`src/rtl/pwm_pkg.sv`:
```
package pwm_pkg;
    localparam int ADDR_W   = 8;
    localparam int DATA_W   = 32;
    localparam int RUN_BIT  = 9;
    localparam logic [ADDR_W-1:0] OFS_CTRL  = 8'h50;
    localparam logic [ADDR_W-1:0] OFS_IRQEN = 8'h54;
    localparam logic [ADDR_W-1:0] OFS_FLAG  = 8'h58;
    localparam logic [ADDR_W-1:0] OFS_COUNT = 8'h5C;
endpackage

```
`src/rtl/pwm_timebase.sv`:
```
module pwm_timebase #(
    parameter int CNT_W = 8,
    parameter int PRE_W = 4
) (
    input  logic             clk,
    input  logic             rst_n,
    input  logic             run_i,
    input  logic [PRE_W-1:0] pre_i,
    output logic [CNT_W-1:0] cnt_o,
    output logic             wrap_o
);
    typedef struct packed {
        logic [CNT_W-1:0] cnt;
        logic [PRE_W-1:0] div;
    } tb_t;

    tb_t  st_d, st_q;
    logic tick;

    always_comb begin
        st_d   = st_q;
        tick   = run_i && (st_q.div >= pre_i);
        wrap_o = tick && (st_q.cnt == '1);
        if (!run_i) begin
            st_d.cnt = '0;
            st_d.div = '0;
        end else if (tick) begin
            st_d.div = '0;
            st_d.cnt = st_q.cnt + 1'b1;
        end else begin
            st_d.div = st_q.div + 1'b1;
        end
    end

    always_ff @(posedge clk or negedge rst_n) begin
        if (!rst_n) st_q <= '0;
        else        st_q <= st_d;
    end

    assign cnt_o = st_q.cnt;


    held_zero_chk: assert property (@(posedge clk) disable iff (!rst_n)
        !run_i |=> (st_q.cnt == '0 && st_q.div == '0));

    count_step_chk: assert property (@(posedge clk) disable iff (!rst_n)
        tick |=> (st_q.cnt == CNT_W'($past(st_q.cnt) + 1'b1)));

    div_bound_chk: assert property (@(posedge clk) disable iff (!rst_n)
        (run_i && !tick) |=> (st_q.div == PRE_W'($past(st_q.div) + 1'b1)));
endmodule

```
`src/rtl/pwm_compare.sv`:
```
module pwm_compare #(
    parameter int NCH   = 1,
    parameter int CNT_W = 8
) (
    input  logic                      clk,
    input  logic                      rst_n,
    input  logic                      run_i,
    input  logic [CNT_W-1:0]          cnt_i,
    input  logic [NCH-1:0][CNT_W-1:0] duty_i,
    output logic [NCH-1:0]            pwm_o
);
    for (genvar g = 0; g < NCH; g++) begin : g_ch
        assign pwm_o[g] = run_i && (cnt_i <= duty_i[g]);
    end


    idle_low_chk: assert property (@(posedge clk) disable iff (!rst_n)
        !run_i |-> (pwm_o == '0));

    start_high_chk: assert property (@(posedge clk) disable iff (!rst_n)
        (run_i && cnt_i == '0) |-> (pwm_o == '1));
endmodule

```
`src/rtl/pwm_regfile.sv`:
```
module pwm_regfile
    import pwm_pkg::*;
#(
    parameter int NCH   = 1,
    parameter int CNT_W = 8,
    parameter int PRE_W = 4
) (
    input  logic                      clk,
    input  logic                      rst_n,
    input  logic                      bus_we,
    input  logic [ADDR_W-1:0]         bus_addr,
    input  logic [DATA_W-1:0]         bus_wdata,
    output logic [DATA_W-1:0]         bus_rdata,
    input  logic [CNT_W-1:0]          cnt_i,
    input  logic                      wrap_i,
    output logic                      run_o,
    output logic [PRE_W-1:0]          pre_o,
    output logic [NCH-1:0][CNT_W-1:0] duty_o,
    output logic                      irq_o
);
    typedef struct packed {
        logic [NCH-1:0][CNT_W-1:0] duty_sh;
        logic [NCH-1:0][CNT_W-1:0] duty_act;
        logic [PRE_W-1:0]          pre_sh;
        logic [PRE_W-1:0]          pre_act;
        logic                      run;
        logic                      irq_en;
        logic                      flag;
    } rf_t;

    rf_t  st_d, st_q;
    logic unused_wdata;

    assign unused_wdata = ^bus_wdata;

    always_comb begin
        st_d = st_q;
        for (int ch = 0; ch < NCH; ch++) begin
            if (bus_we && bus_addr == ADDR_W'(ch * 4))
                st_d.duty_sh[ch] = bus_wdata[CNT_W-1:0];
        end
        if (bus_we && bus_addr == OFS_CTRL) begin
            st_d.pre_sh = bus_wdata[PRE_W-1:0];
            st_d.run    = bus_wdata[RUN_BIT];
        end
        if (bus_we && bus_addr == OFS_IRQEN)
            st_d.irq_en = bus_wdata[0];
        if (bus_we && bus_addr == OFS_FLAG && bus_wdata[0])
            st_d.flag = 1'b0;
        if (wrap_i && st_q.irq_en)
            st_d.flag = 1'b1;
        if (!st_q.run || wrap_i) begin
            st_d.duty_act = st_d.duty_sh;
            st_d.pre_act  = st_d.pre_sh;
        end
    end

    always_ff @(posedge clk or negedge rst_n) begin
        if (!rst_n) st_q <= '0;
        else        st_q <= st_d;
    end

    always_comb begin
        bus_rdata = '0;
        for (int ch = 0; ch < NCH; ch++) begin
            if (bus_addr == ADDR_W'(ch * 4))
                bus_rdata[CNT_W-1:0] = st_q.duty_sh[ch];
        end
        case (bus_addr)
            OFS_CTRL: begin
                bus_rdata[PRE_W-1:0] = st_q.pre_sh;
                bus_rdata[RUN_BIT]   = st_q.run;
            end
            OFS_IRQEN: bus_rdata[0]         = st_q.irq_en;
            OFS_FLAG:  bus_rdata[0]         = st_q.flag;
            OFS_COUNT: bus_rdata[CNT_W-1:0] = cnt_i;
            default: ;
        endcase
    end

    assign run_o  = st_q.run;
    assign pre_o  = st_q.pre_act;
    assign duty_o = st_q.duty_act;
    assign irq_o  = st_q.flag & st_q.irq_en;


    active_hold_chk: assert property (@(posedge clk) disable iff (!rst_n)
        (st_q.run && !wrap_i) |=> ($stable(st_q.duty_act) && $stable(st_q.pre_act)));

    irq_gate_chk: assert property (@(posedge clk) disable iff (!rst_n)
        irq_o |-> st_q.irq_en);

    flag_set_chk: assert property (@(posedge clk) disable iff (!rst_n)
        (wrap_i && st_q.irq_en) |=> st_q.flag);
endmodule

```
`src/rtl/shared_pwm.sv`:
```
module shared_pwm
    import pwm_pkg::*;
#(
    parameter int NCH   = 1,
    parameter int CNT_W = 8,
    parameter int PRE_W = 4
) (
    input  logic              clk,
    input  logic              rst_n,
    input  logic              bus_we,
    input  logic [ADDR_W-1:0] bus_addr,
    input  logic [DATA_W-1:0] bus_wdata,
    output logic [DATA_W-1:0] bus_rdata,
    output logic [NCH-1:0]    pwm_o,
    output logic              irq_o
);
    logic                      run;
    logic [PRE_W-1:0]          pre_act;
    logic [NCH-1:0][CNT_W-1:0] duty_act;
    logic [CNT_W-1:0]          cnt;
    logic                      wrap;

    pwm_regfile #(.NCH(NCH), .CNT_W(CNT_W), .PRE_W(PRE_W)) u_regs (
        .clk(clk), .rst_n(rst_n), .bus_we(bus_we), .bus_addr(bus_addr),
        .bus_wdata(bus_wdata), .bus_rdata(bus_rdata), .cnt_i(cnt),
        .wrap_i(wrap), .run_o(run), .pre_o(pre_act), .duty_o(duty_act),
        .irq_o(irq_o)
    );

    pwm_timebase #(.CNT_W(CNT_W), .PRE_W(PRE_W)) u_tb (
        .clk(clk), .rst_n(rst_n), .run_i(run), .pre_i(pre_act),
        .cnt_o(cnt), .wrap_o(wrap)
    );

    pwm_compare #(.NCH(NCH), .CNT_W(CNT_W)) u_cmp (
        .clk(clk), .rst_n(rst_n), .run_i(run), .cnt_i(cnt),
        .duty_i(duty_act), .pwm_o(pwm_o)
    );
endmodule

```
`config.mk`:
```
export PLATFORM = sky130hd
export DESIGN_NAME = shared_pwm
export DESIGN_NICKNAME = d
export VERILOG_FILES = /design/src/rtl/pwm_pkg.sv /design/src/rtl/pwm_timebase.sv /design/src/rtl/pwm_compare.sv /design/src/rtl/pwm_regfile.sv /design/src/rtl/shared_pwm.sv
export SDC_FILE = /design/constraint.sdc
export NUM_CORES = 1
export LEC_CHECK = 0
export ABC_AREA = 1
export ABC_CLOCK_PERIOD_IN_PS = 1800
export BUFFER_PORTS_ARGS = -buffer_cell sky130_fd_sc_hd__buf_2
export CAP_MARGIN = 20
export CORE_UTILIZATION = 48
export CTS_CLUSTER_SIZE = 28
export DETAILED_ROUTE_END_ITERATION = 12
export GPL_TIMING_DRIVEN = 0
export PLACE_DENSITY = 0.77
export REMOVE_ABC_BUFFERS = 1
export SETUP_SLACK_MARGIN = 0.2
export SLEW_MARGIN = 20
export SYNTH_ARGS = -nofsm -noshare
export SYNTH_HDL_FRONTEND = slang
export SYNTH_HIERARCHICAL = 1
export SYNTH_SLANG_ARGS = --single-unit
export TNS_END_PERCENT = 5
```
`constraint.sdc`:
```
create_clock -name clk -period 1.8 [get_ports clk]
set_input_delay 0.18 -clock clk [delete_from_list [all_inputs] [get_ports clk]]
set_output_delay 0.18 -clock clk [all_outputs]
set_load 0.03 [all_outputs]
```
==> results.md, run 1 <==
- Status: finished with violations
- Failing checks: hold timing, setup timing
- Die Wd: slightly below 80 um
- Endpoints failing hold: 12
- WP data arrival: roughly 1.7 ns
- Initial DRT Pass Iterations: 4
- Top_reg_cell synth: dfrtp_1
- # fillers: about 500
- Asr flop ratio synth: 1.00
- Yosys cell types: 34
- Worst IR drop on VDD: 0.000780 V
- CTS clk-pin slew, worst paths: 0.08 ns
- EDFF count, synth: 0
- Most frequent cells in the layout: 89 x nand2_1, 36 x inv_1, 31 x dfrtp_1
- Synth top area cells: dfrtp_1 35%, nand2_1 13%, buf_4 12%, ha_1 6.2%, nand3_1 6.2%
- Tmin final: 1.84 ns
- Avg Cell Area, Syn: about 7.7 um^2
- Setup Skew: roughly 0.0042 ns
- Ant. Diodes: 0
- Die height: between 70 and 80 um
- Final Setup Violations: 3
- Tcrit/Tclk final: 1.02
- Critical path's largest stage delay: roughly 0.44 ns
- Setup CP Type: flop to output pin
- Row cnt: 27
- CTS Sinks: 39
- Yosys warning count: 6
- Sw Pwr: between 0.0015 and 0.002 W
- DRT antenna net count: 0
- RSZ-0062 raised after global routing: yes
- Final Max Tran Viols: 0
- Share of layout cells above drive strength 1: 0.322
- Final Wtd Congestion: between 0.8 and 0.9
- Initial antenna violation count: 0
- Wirelength, routed: 6.12 mm
- Nets: around 450
- Internal cell power: between 0.002 and 0.0025 W
- Crit start category: flop
- I/O Pins: 77
- Top cell type's share of synthesized area: 0.345
- CTS Hold Bufs: 0
- DP HPWL: 3.86 mm
- Post-synth top area cell: dfrtp_1
- Drc violations: 0
- Vias: around 2.3k
- Total of max-cap violations: 0
- Synthesized area: around 2800 um^2
- CTS HTree Levels: 2
- Most common cell after layout, fill and taps aside: nand2_1
- Vias in the first global route: between 2k and 2.5k
- Crit path max fanout: 2
- Placeable Area: between 5000 and 6000 um^2
- CTS tree: yes
- TritonCTS Buffers: 5
- Seq/Total Area, Yosys: 0.345
- Clk Latency, worst-skew pair: roughly 0.3 ns
- PnR worst setup slack: -0.0416 ns
- Synthesized instance count: 366
- Largest net degree at the start of global routing: 40
- CP delay by family, top: flip-flops
- Least-Margin Pin Slew: approximately 0.88 ns
- Register bit total from synthesis: 39
- DP Area: between 2000 and 3000 um^2
- Worst path bufs/invs: 2
- Seq pwr share: 0.338
- Fin area: 3240 um^2
- Die area: about 6200 um^2
- Area Growth Syn to Fin: 14.7%
- Fmax: 543 MHz
- Overflow after GRT: 0
- First-pass GRT wire length: between 10 and 15 mm
- Switching fraction of total power: 0.413
- Tot GR Track Use: 0.216
- Most used cell, CP: nand2_1
- Logic pwr share: 0.468
- CP Capture Type: output pin
- Required time worst endpoint: 1.62 ns
- Initial core utilization: 0.507
- Slowest cell on crit path: dfrtp_2
- IO Port Bufs: 30
- Clock tree buffer depth: 2
- Critical path, cell by cell: ha_4 > nand2_1 > inv_1 > nand2_1 > nand2_1 > nand2_1 > nand2_1 > a21oi_2 > buf_6
- Pre-CTS setup slack: -1.00 ns
- Post-layout util: 0.582
- LEAKAGE: between 1.5 and 2 nW
- Min Hold Slack: -0.0103 ns
- Post-route setup TNS: -0.0686 ns
- Root buf cell: clkbuf_8
- Vias per cell: 4.93
- Hold WC Path Type: primary input to asynchronous set/reset pin
- Rel. slew slack: 0.411
- PD cells: 1200 nW/um^2
- DR WL/cell: roughly 13 um
- Clk network pwr share: 0.193
- Iter 0 DRT Violations: 184
==> cells by family after synthesis <==
kind of cell / after synthesis / synth area share
adders and majority gates: 14 / 0.0620
other: 1 / 0.00133
AOI/OAI and AO/OA: 17 / 0.0390
and+or+nand+nor: 192 / 0.340
buffers and inverters: 98 / 0.197
DFF: 39 / 0.345
xor gates and xnor gates: 5 / 0.0155
==> routing by layer <==
metal	GRT usage	wire length, um	part of all wire	vias up
met5	0	0	0	-
met4	0.107	143	0.023	0
met2	0.361	3060	0.50	82
met3	0.0368	399	0.065	16
li1	-	-	-	1122
met1	0.269	2510	0.41	1062
==> sequential cells by signal, summed over array words and instances (netlist names) <==
name           cells
u_regs/pre_o       4
u_regs/st_q       14
u_tb/cnt_o         8
u_regs/run_o       1
u_regs/duty_o      8
u_tb/st_q          4
==> cell usage after synthesis, drive strengths merged, types with 3 or more instances <==
cell and number:
a21oi 5, and2 10, buf 48, dfrtp 39, ha 14, inv 48
nand2 103, nand3 41, nand3b 4, nand4 4, nor2 29, o211ai 3
o21ai 8, xor2 4
==> worst register-to-register path, cell delays in order (launching register included) <==
cell	delay (ns)
dfrtp_1	0.40
inv_2	0.08
ha_4	0.22
a21oi_4	0.18
nand3_4	0.10
nand2_4	0.08
nor2_4	0.05
nor2_4	0.17
clkinvlp_4	0.15
buf_8	0.16
nand3_2	0.07
nand2_1	0.05
==> area by class of cell <==
class | count | area (um^2) | area share
multi-input combinational | 251 | 1590 | 0.490
clock buffer | 5 | 68.8 | 0.0212
tap | 72 | 90.1 | 0.0278
sequential | 39 | 986 | 0.304
clock inverter | 3 | 43.8 | 0.0135
timing repair buffer | 44 | 279 | 0.0860
inverter | 49 | 188 | 0.0579
==> final timing paths <==
path	endpoint	slack, ns	startpoint	cells past startpoint
worst max-delay path	pwm_o	-0.04	u_tb/cnt_o[3]$_DFFE_PN0P_	9
worst min-delay path	u_tb/st_q[2]$_DFF_PN0_	-0.01	rst_n	1
worst max register to register	u_regs/pre_o[1]$_DFFE_PN0P_	-0.01	u_regs/pre_o[3]$_DFFE_PN0P_	11
worst min register to register	u_regs/duty_o[6]$_DFFE_PN0P_	0.49	u_regs/duty_o[6]$_DFFE_PN0P_	2
max in group asynchronous	u_tb/cnt_o[4]$_DFFE_PN0P_	1.19	rst_n	1
min in group clk	u_regs/run_o$_DFFE_PN0P_	0.13	bus_wdata[9]	3
==> stage by stage <==
step / std cells / power [W]
floorplan: 339 / 0.00229
global placement: 441 / 0.00255
detailed placement: 441 / 0.00260
CTS: 463 / 0.00374
global route: 463 / 0.00417
finish: 463 / 0.00389
==> power by group through the flow <==
stage | registers [W] | clock network, W | logic, W
finish | 0.00132 | 0.000751 | 0.00182
detailed placement | 0.00131 | 0 | 0.00129
global placement | 0.00130 | 0 | 0.00125
global route | 0.00134 | 0.000804 | 0.00202
CTS | 0.00129 | 0.000766 | 0.00167
floorplan | 0.00126 | 0 | 0.00104
==> timing repair <==
action                     CTS  global route
gates resized for setup     42            20
pin swaps                   27            18
setup buffers               14             0
setup endpoints to repair   13            23
Note: power is estimated with default switching activity, not from simulation.
==> run 2, diff against run 1 <==
--- a/config.mk
+++ b/config.mk
@@ -11,3 +11,4 @@
 export CAP_MARGIN = 20
-export CORE_UTILIZATION = 48
+export CORE_MARGIN = 1.5
+export CORE_UTILIZATION = 40
 export CTS_CLUSTER_SIZE = 28
@@ -15,3 +16,3 @@
 export GPL_TIMING_DRIVEN = 0
-export PLACE_DENSITY = 0.77
+export PLACE_DENSITY = 0.66
 export REMOVE_ABC_BUFFERS = 1
==> constraint.sdc (replaced) <==
create_clock -name clk -period 1.8 [get_ports clk]
set_input_delay 0.36 -clock clk [delete_from_list [all_inputs] [get_ports clk]]
set_output_delay 0.36 -clock clk [all_outputs]
set_load 0.03 [all_outputs]
==> results.md, run 2 (same netlist as run 1, synthesis figures left out) <==
- CP Capture Type: output pin
- Vias in the first global route: 2210 (-0.50%)
- Worst IR drop on VDD: 0.000743 V (-4.8%)
- Clk Latency, worst-skew pair: 0.29 ns (about the same)
- TritonCTS Buffers: 5 (unchanged)
- Most common cell after layout, fill and taps aside: nand2_1
- Drc violations: 0 (unchanged)
- Initial DRT Pass Iterations: 4 (unchanged)
- Final Setup Violations: 5 (+2)
- Tmin final: 1.99 ns (+0.146 ns)
- Most frequent cells in the layout: 93 x nand2_1, 39 x inv_1, 34 x nand3_1
- Post-route setup TNS: -0.387 ns (-0.319 ns)
- DP Area: 2810 um^2 (+1.1%)
- Clock tree buffer depth: 2 (unchanged)
- Die height: 87.1 um (+11%)
- Iter 0 DRT Violations: 140 (-24%)
- Vias: 2237 (-2.0%)
- Total of max-cap violations: 0 (unchanged)
- Wirelength, routed: 6.10 mm (-0.28%)
- Largest net degree at the start of global routing: 40 (unchanged)
- CTS Hold Bufs: 0 (unchanged)
- Hold WC Path Type: primary input to asynchronous set/reset pin
- Die Wd: 87.1 um (+11%)
- Non-Filler Instances: 489 (+5.6%)
- Reg2reg end: u_regs/duty_o[6]$_DFFE_PN0P_
- Reg2Reg Depth: 11 (unchanged)
- Crit start category: flop
- Tcrit/Tclk final: 1.10 (+0.0812)
- Die area: 7580 um^2 (+22%)
- Final Wtd Congestion: 0.826 (-4.1%)
- First-pass GRT wire length: 10.6 mm (+2.8%)
- PD cells: 1220 nW/um^2 (+1.6%)
- Min Hold Slack: 0.186 ns (+0.196 ns)
- Reg2reg setup slack: 0.01 ns (+0.02 ns)
- Clk network pwr share: 0.219 (+0.026)
- Placed cells: 465 (+5.4%)
- Setup Skew: 0.00898 ns (+0.00483 ns)
- Setup CP Type: flop to output pin
- Logic pwr share: 0.454 (-0.014)
- WP data arrival: 1.63 ns (-0.03 ns)
- Initial antenna violation count: 0 (unchanged)
- DP HPWL: 4.00 mm (+3.5%)
- DR WL/cell: 12.5 um (-5.6%)
- CTS HTree Levels: 2 (unchanged)
- Root buf cell: clkbuf_8
- Status: finished with violations
- CTS tree: yes
- Most flops, register: u_regs/st_q
- Rel. slew slack: 0.400 (-0.0103)
- Endpoints failing hold: 0 (-12)
- Seq pwr share: 0.327 (-0.011)
- R2r startpoint: u_regs/pre_o[3]$_DFFE_PN0P_
- Failing checks: setup timing
- Ant. Diodes: 0 (unchanged)
- Fmax: 503 MHz (-7.3%)
- Placeable Area: 6830 um^2 (+23%)
- Largest register FFs: 14 (unchanged)
- Switching fraction of total power: 0.393 (-0.0203)
- Crit path max fanout: 2 (unchanged)
- Least-Margin Pin Slew: 0.900 ns (+0.0155 ns)
- Vias per cell: 4.57 (-7.2%)
- I/O Pins: 77 (unchanged)
- PnR worst setup slack: -0.188 ns (-0.146 ns)
- Final Max Tran Viols: 0 (unchanged)
- DRT antenna net count: 0 (unchanged)
- LEAKAGE: 1.73 nW (-0.83%)
- Final Power: 0.00399 W (+2.6%)
- Initial core utilization: 0.414 (-0.0933)
- Overflow after GRT: 0 (unchanged)
- Area Growth Syn to Fin: 15.9%
- CTS clk-pin slew, worst paths: 0.08 ns (about the same)
- Row cnt: 30 (+11%)
- Internal cell power: 0.00242 W (+6.1%)
- Sw Pwr: 0.00156 W (-2.4%)
- Tot GR Track Use: 0.181 (-0.0356)
- CTS Sinks: 39 (unchanged)
- Fin area: 3280 um^2 (+1.0%)
- Nets: 449 (+0.45%)
- IO Port Bufs: 30 (unchanged)
- Required time worst endpoint: 1.44 ns (-0.18 ns)
- Share of layout cells above drive strength 1: 0.290 (-0.0322)
- RSZ-0062 raised after global routing: yes
[run 2: worst max path at each step]
stage / startpoint / endpoint / slack [ns] / cells after the start
finish: u_tb/cnt_o[5]$_DFFE_PN0P_ / pwm_o / -0.19 / 6
detailed placement: u_regs/pre_o[3]$_DFFE_PN0P_ / u_regs/pre_o[1]$_DFFE_PN0P_ / -1.18 / 10
global route: u_regs/duty_o[3]$_DFFE_PN0P_ / pwm_o / -0.30 / 10
global placement: u_regs/pre_o[3]$_DFFE_PN0P_ / u_regs/pre_o[1]$_DFFE_PN0P_ / -1.09 / 10
floorplan: u_tb/st_q[3]$_DFF_PN0_ / u_regs/duty_o[1]$_DFFE_PN0P_ / -0.39 / 9
CTS: u_tb/cnt_o[5]$_DFFE_PN0P_ / pwm_o / -0.19 / 6
[run 2: area by class of cell]
class                      count  area, um^2
clock buffer                   6        72.6
tap                           96         120
sequential                    39         985
fill                         683        3560
multi-input combinational    251        1550
clock inverter                 2        60.1
inverter                      49         189
timing repair buffer          46         300
[run 2: power by group through the flow]
stage / Clock, W / Combinational [W] / Sequential (W)
final: 0.000873 / 0.00181 / 0.00130
after floorplan: 0 / 0.00104 / 0.00126
after CTS: 0.000884 / 0.00165 / 0.00130
after global routing: 0.000926 / 0.00207 / 0.00133
after detailed placement: 0 / 0.00130 / 0.00131
after global placement: 0 / 0.00125 / 0.00131
[run 2: per-stage QoR]
step,worst slack [ns],utilization
detailed placement,-1.18,0.411
global placement,-1.09,0.411
CTS,-0.194,0.472
global route,-0.296,0.479
floorplan,-0.393,-
finish,-0.188,0.479
[run 2: what timing repair did]
| item | 4_1_cts | 5_1_grt |
|---|---|---|
| setup endpoints to repair | 23 | 30 |
| pin swaps | 15 | 8 |
| resized for setup | 45 | 8 |
| setup buffers | 13 | 3 |
[run 2: routing by layer]
metal	wire length [um]	global-route usage	vias to the layer above
li1	-	-	1126
met1	2770	0.231	1049
met2	3040	0.307	53
met3	224	0.0341	9
met4	65	0.0587	0
met5	0	0	-
[run 2: critical path: stages (launching register included)]
cell	delay (ns)
dfrtp_2	0.44
ha_4	0.28
nand2_2	0.04
nor2_2	0.11
nand4_1	0.11
a21oi_2	0.19
buf_6	0.15
==> run 3, diff against run 2 <==
SETUP_SLACK_MARGIN = 0.4   (was 0.2)
==> results.md, run 3 (same netlist as run 1, synthesis figures left out) <==
- Die Wd: 87.1 um (unchanged)
- CTS tree: yes
- WP data arrival: 1.62 ns (about the same)
- RSZ-0062 raised after global routing: yes
- Worst path bufs/invs: 1 (unchanged)
- Overflow after GRT: 0 (unchanged)
- Initial antenna violation count: 0 (unchanged)
- Final Setup Violations: 5 (unchanged)
- Vias in the first global route: 2219 (+0.41%)
- Internal cell power: 0.00242 W (about the same)
- Wirelength, routed: 6.12 mm (+0.25%)
- Die height: 87.1 um (unchanged)
- Clock tree buffer depth: 2 (unchanged)
- DRT antenna net count: 0 (unchanged)
- PD cells: 1220 nW/um^2 (about the same)
- Post-layout util: 0.481 (+0.00110)
- Largest net degree at the start of global routing: 40 (unchanged)
- Non-Filler Instances: 489 (unchanged)
- Ant. Diodes: 0 (unchanged)
- Slowest cell on crit path: dfrtp_2
- CTS Sinks: 39 (unchanged)
- Clk Latency, worst-skew pair: 0.29 ns (about the same)
- Seq pwr share: 0.328 (about the same)
- Endpoints failing hold: 0 (unchanged)
- Placeable Area: 6830 um^2 (unchanged)
- Placed cells: 465 (unchanged)
- Multi-input logic area: 1550 um^2 (unchanged)
- # fillers: 683 (unchanged)
- Register area: 986 um^2 (+0.13%)
- Fin area: 3280 um^2 (+0.23%)
- Final Max Tran Viols: 0 (unchanged)
- Rel. slew slack: 0.415 (+0.0146)
- Root buf cell: clkbuf_8
- Area Growth Syn to Fin: 16.2%
- IO Port Bufs: 30 (unchanged)
- Share of layout cells above drive strength 1: 0.293 (+0.00254)
- DR WL/cell: 12.5 um (+0.25%)
- DP HPWL: 4.00 mm (unchanged)
- CP delay by family, top: flip-flops
- Hold WC Path Type: primary input to asynchronous set/reset pin
- CTS HTree Levels: 2 (unchanged)
- Crit path max fanout: 2 (unchanged)
- Required time worst endpoint: 1.44 ns (about the same)
- Setup Skew: 0.00897 ns (-0.0000159 ns)
- CP Capture Type: output pin
- Fmax: 504 MHz (+0.14%)
- Least-Margin Pin Slew: 0.878 ns (-0.0219 ns)
- Final Wtd Congestion: 0.826 (unchanged)
- I/O Pins: 77 (unchanged)
- Clk network pwr share: 0.219 (about the same)
- Most common cell after layout, fill and taps aside: nand2_1
- Most frequent cells in the layout: 93 x nand2_1, 39 x inv_1, 34 x nand3_1
- Switching fraction of total power: 0.395 (+0.00201)
- Total of max-cap violations: 0 (unchanged)
- Die area: 7580 um^2 (unchanged)
- Status: finished with violations
- Most flops, register: u_regs/st_q
- Failing checks: setup timing
- Tot GR Track Use: 0.181 (+0.000402)
- Initial DRT Pass Iterations: 4 (unchanged)
- Critical path's largest stage delay: 0.44 ns (about the same)
- Final Power: 0.00400 W (+0.28%)
- Logic pwr share: 0.453 (about the same)
- Crit start category: flop
- Iter 0 DRT Violations: 149 (+6.4%)
- TritonCTS Buffers: 5 (unchanged)
- Sw Pwr: 0.00158 W (+0.80%)
- DP Area: 2810 um^2 (unchanged)
- PnR worst setup slack: -0.185 ns (+0.00277 ns)
- Critical path, cell by cell: ha_4 > nand2_2 > nor2_2 > nand4_1 > a21oi_2 > buf_6
- Worst IR drop on VDD: 0.000750 V (+0.90%)
- Tcrit/Tclk final: 1.10 (-0.00154)
- Drc violations: 0 (unchanged)
- First-pass GRT wire length: 10.6 mm (+0.33%)
- Nets: 449 (unchanged)
- Vias: 2252 (+0.67%)
- Row cnt: 30 (unchanged)
- Initial core utilization: 0.414 (unchanged)
- LEAKAGE: 1.73 nW (about the same)
- Tmin final: 1.98 ns (-0.00277 ns)
- Setup CP Type: flop to output pin
- CTS clk-pin slew, worst paths: 0.08 ns (about the same)
- Vias per cell: 4.61 (+0.67%)
- Largest register FFs: 14 (unchanged)
run 3: cell count changes in the layout (fill, tap and decap cells not counted):
cell,delta
buf_2,-1
buf_4,-1
buf_6,+1
clkbuf_4,+1
dfrtp_1,-1
dfrtp_2,+1
run 3: per-layer routing:
| layer | GRT usage | wire length [um] |
|---|---|---|
| met5 | 0 | 0 |
| met4 | 0.0587 | 104 |
| met3 | 0.0341 | 270 |
| met2 | 0.309 | 3020 |
| met1 | 0.231 | 2730 |
run 3: final timing paths:
path	from	depth (start not counted)	end	slack, ns
max reg2reg	u_regs/pre_o[3]$_DFFE_PN0P_	11	u_regs/duty_o[6]$_DFFE_PN0P_	0.01
min reg2reg	u_regs/duty_o[2]$_DFFE_PN0P_	2	u_regs/duty_o[2]$_DFFE_PN0P_	0.49
min in group clk	bus_wdata[9]	3	u_regs/run_o$_DFFE_PN0P_	0.33
max in group asynchronous	rst_n	1	u_tb/cnt_o[3]$_DFFE_PN0P_	1.01
min	rst_n	1	u_tb/st_q[1]$_DFF_PN0_	0.17
max	u_tb/cnt_o[5]$_DFFE_PN0P_	6	pwm_o	-0.18
run 3: final cells by class:
| class | instances | area share |
|---|---|---|
| inverter | 49 | 0.0575 |
| clock inverter | 2 | 0.0183 |
| sequential | 39 | 0.300 |
| multi-input combinational | 251 | 0.472 |
| clock buffer | 6 | 0.0221 |
| timing repair buffer | 46 | 0.0934 |
| tap | 96 | 0.0366 |
run 3: worst reg2reg max path, delay by kind of cell, from the launching register on:
family / cells / cell delay (ns)
flops: 1 / 0.40
compound gates: 1 / 0.19
buf+inv: 3 / 0.36
fa+ha+maj: 1 / 0.22
simple gates: 6 / 0.53
run 3: repair_timing:
action | CTS | global route
pin swaps | 16 | 8
setup endpoints to repair | 33 | 36
hold buffers | 0 | 0
gates resized for setup | 47 | 9
setup buffers | 13 | 3
run 3: stage by stage:
stage / worst slack [ns] / setup TNS [ns] / hold slack, ns
CTS: -0.194 / -0.370 / 0.210
global route: -0.293 / -2.63 / 0.259
finish: -0.185 / -0.386 / 0.173
detailed placement: -1.18 / -14.12 / 0.465
global placement: -1.09 / -12.93 / 0.466
floorplan: -0.393 / -4.74 / 0.0644
run 3: power groups by stage:
stage	Combinational (W)	Clock (W)	Sequential, W
after floorplan	0.00104	0	0.00126
final	0.00181	0.000874	0.00131
after global placement	0.00125	0	0.00131
after global routing	0.00206	0.000926	0.00134
after CTS	0.00167	0.000884	0.00130
after detailed placement	0.00130	0	0.00131
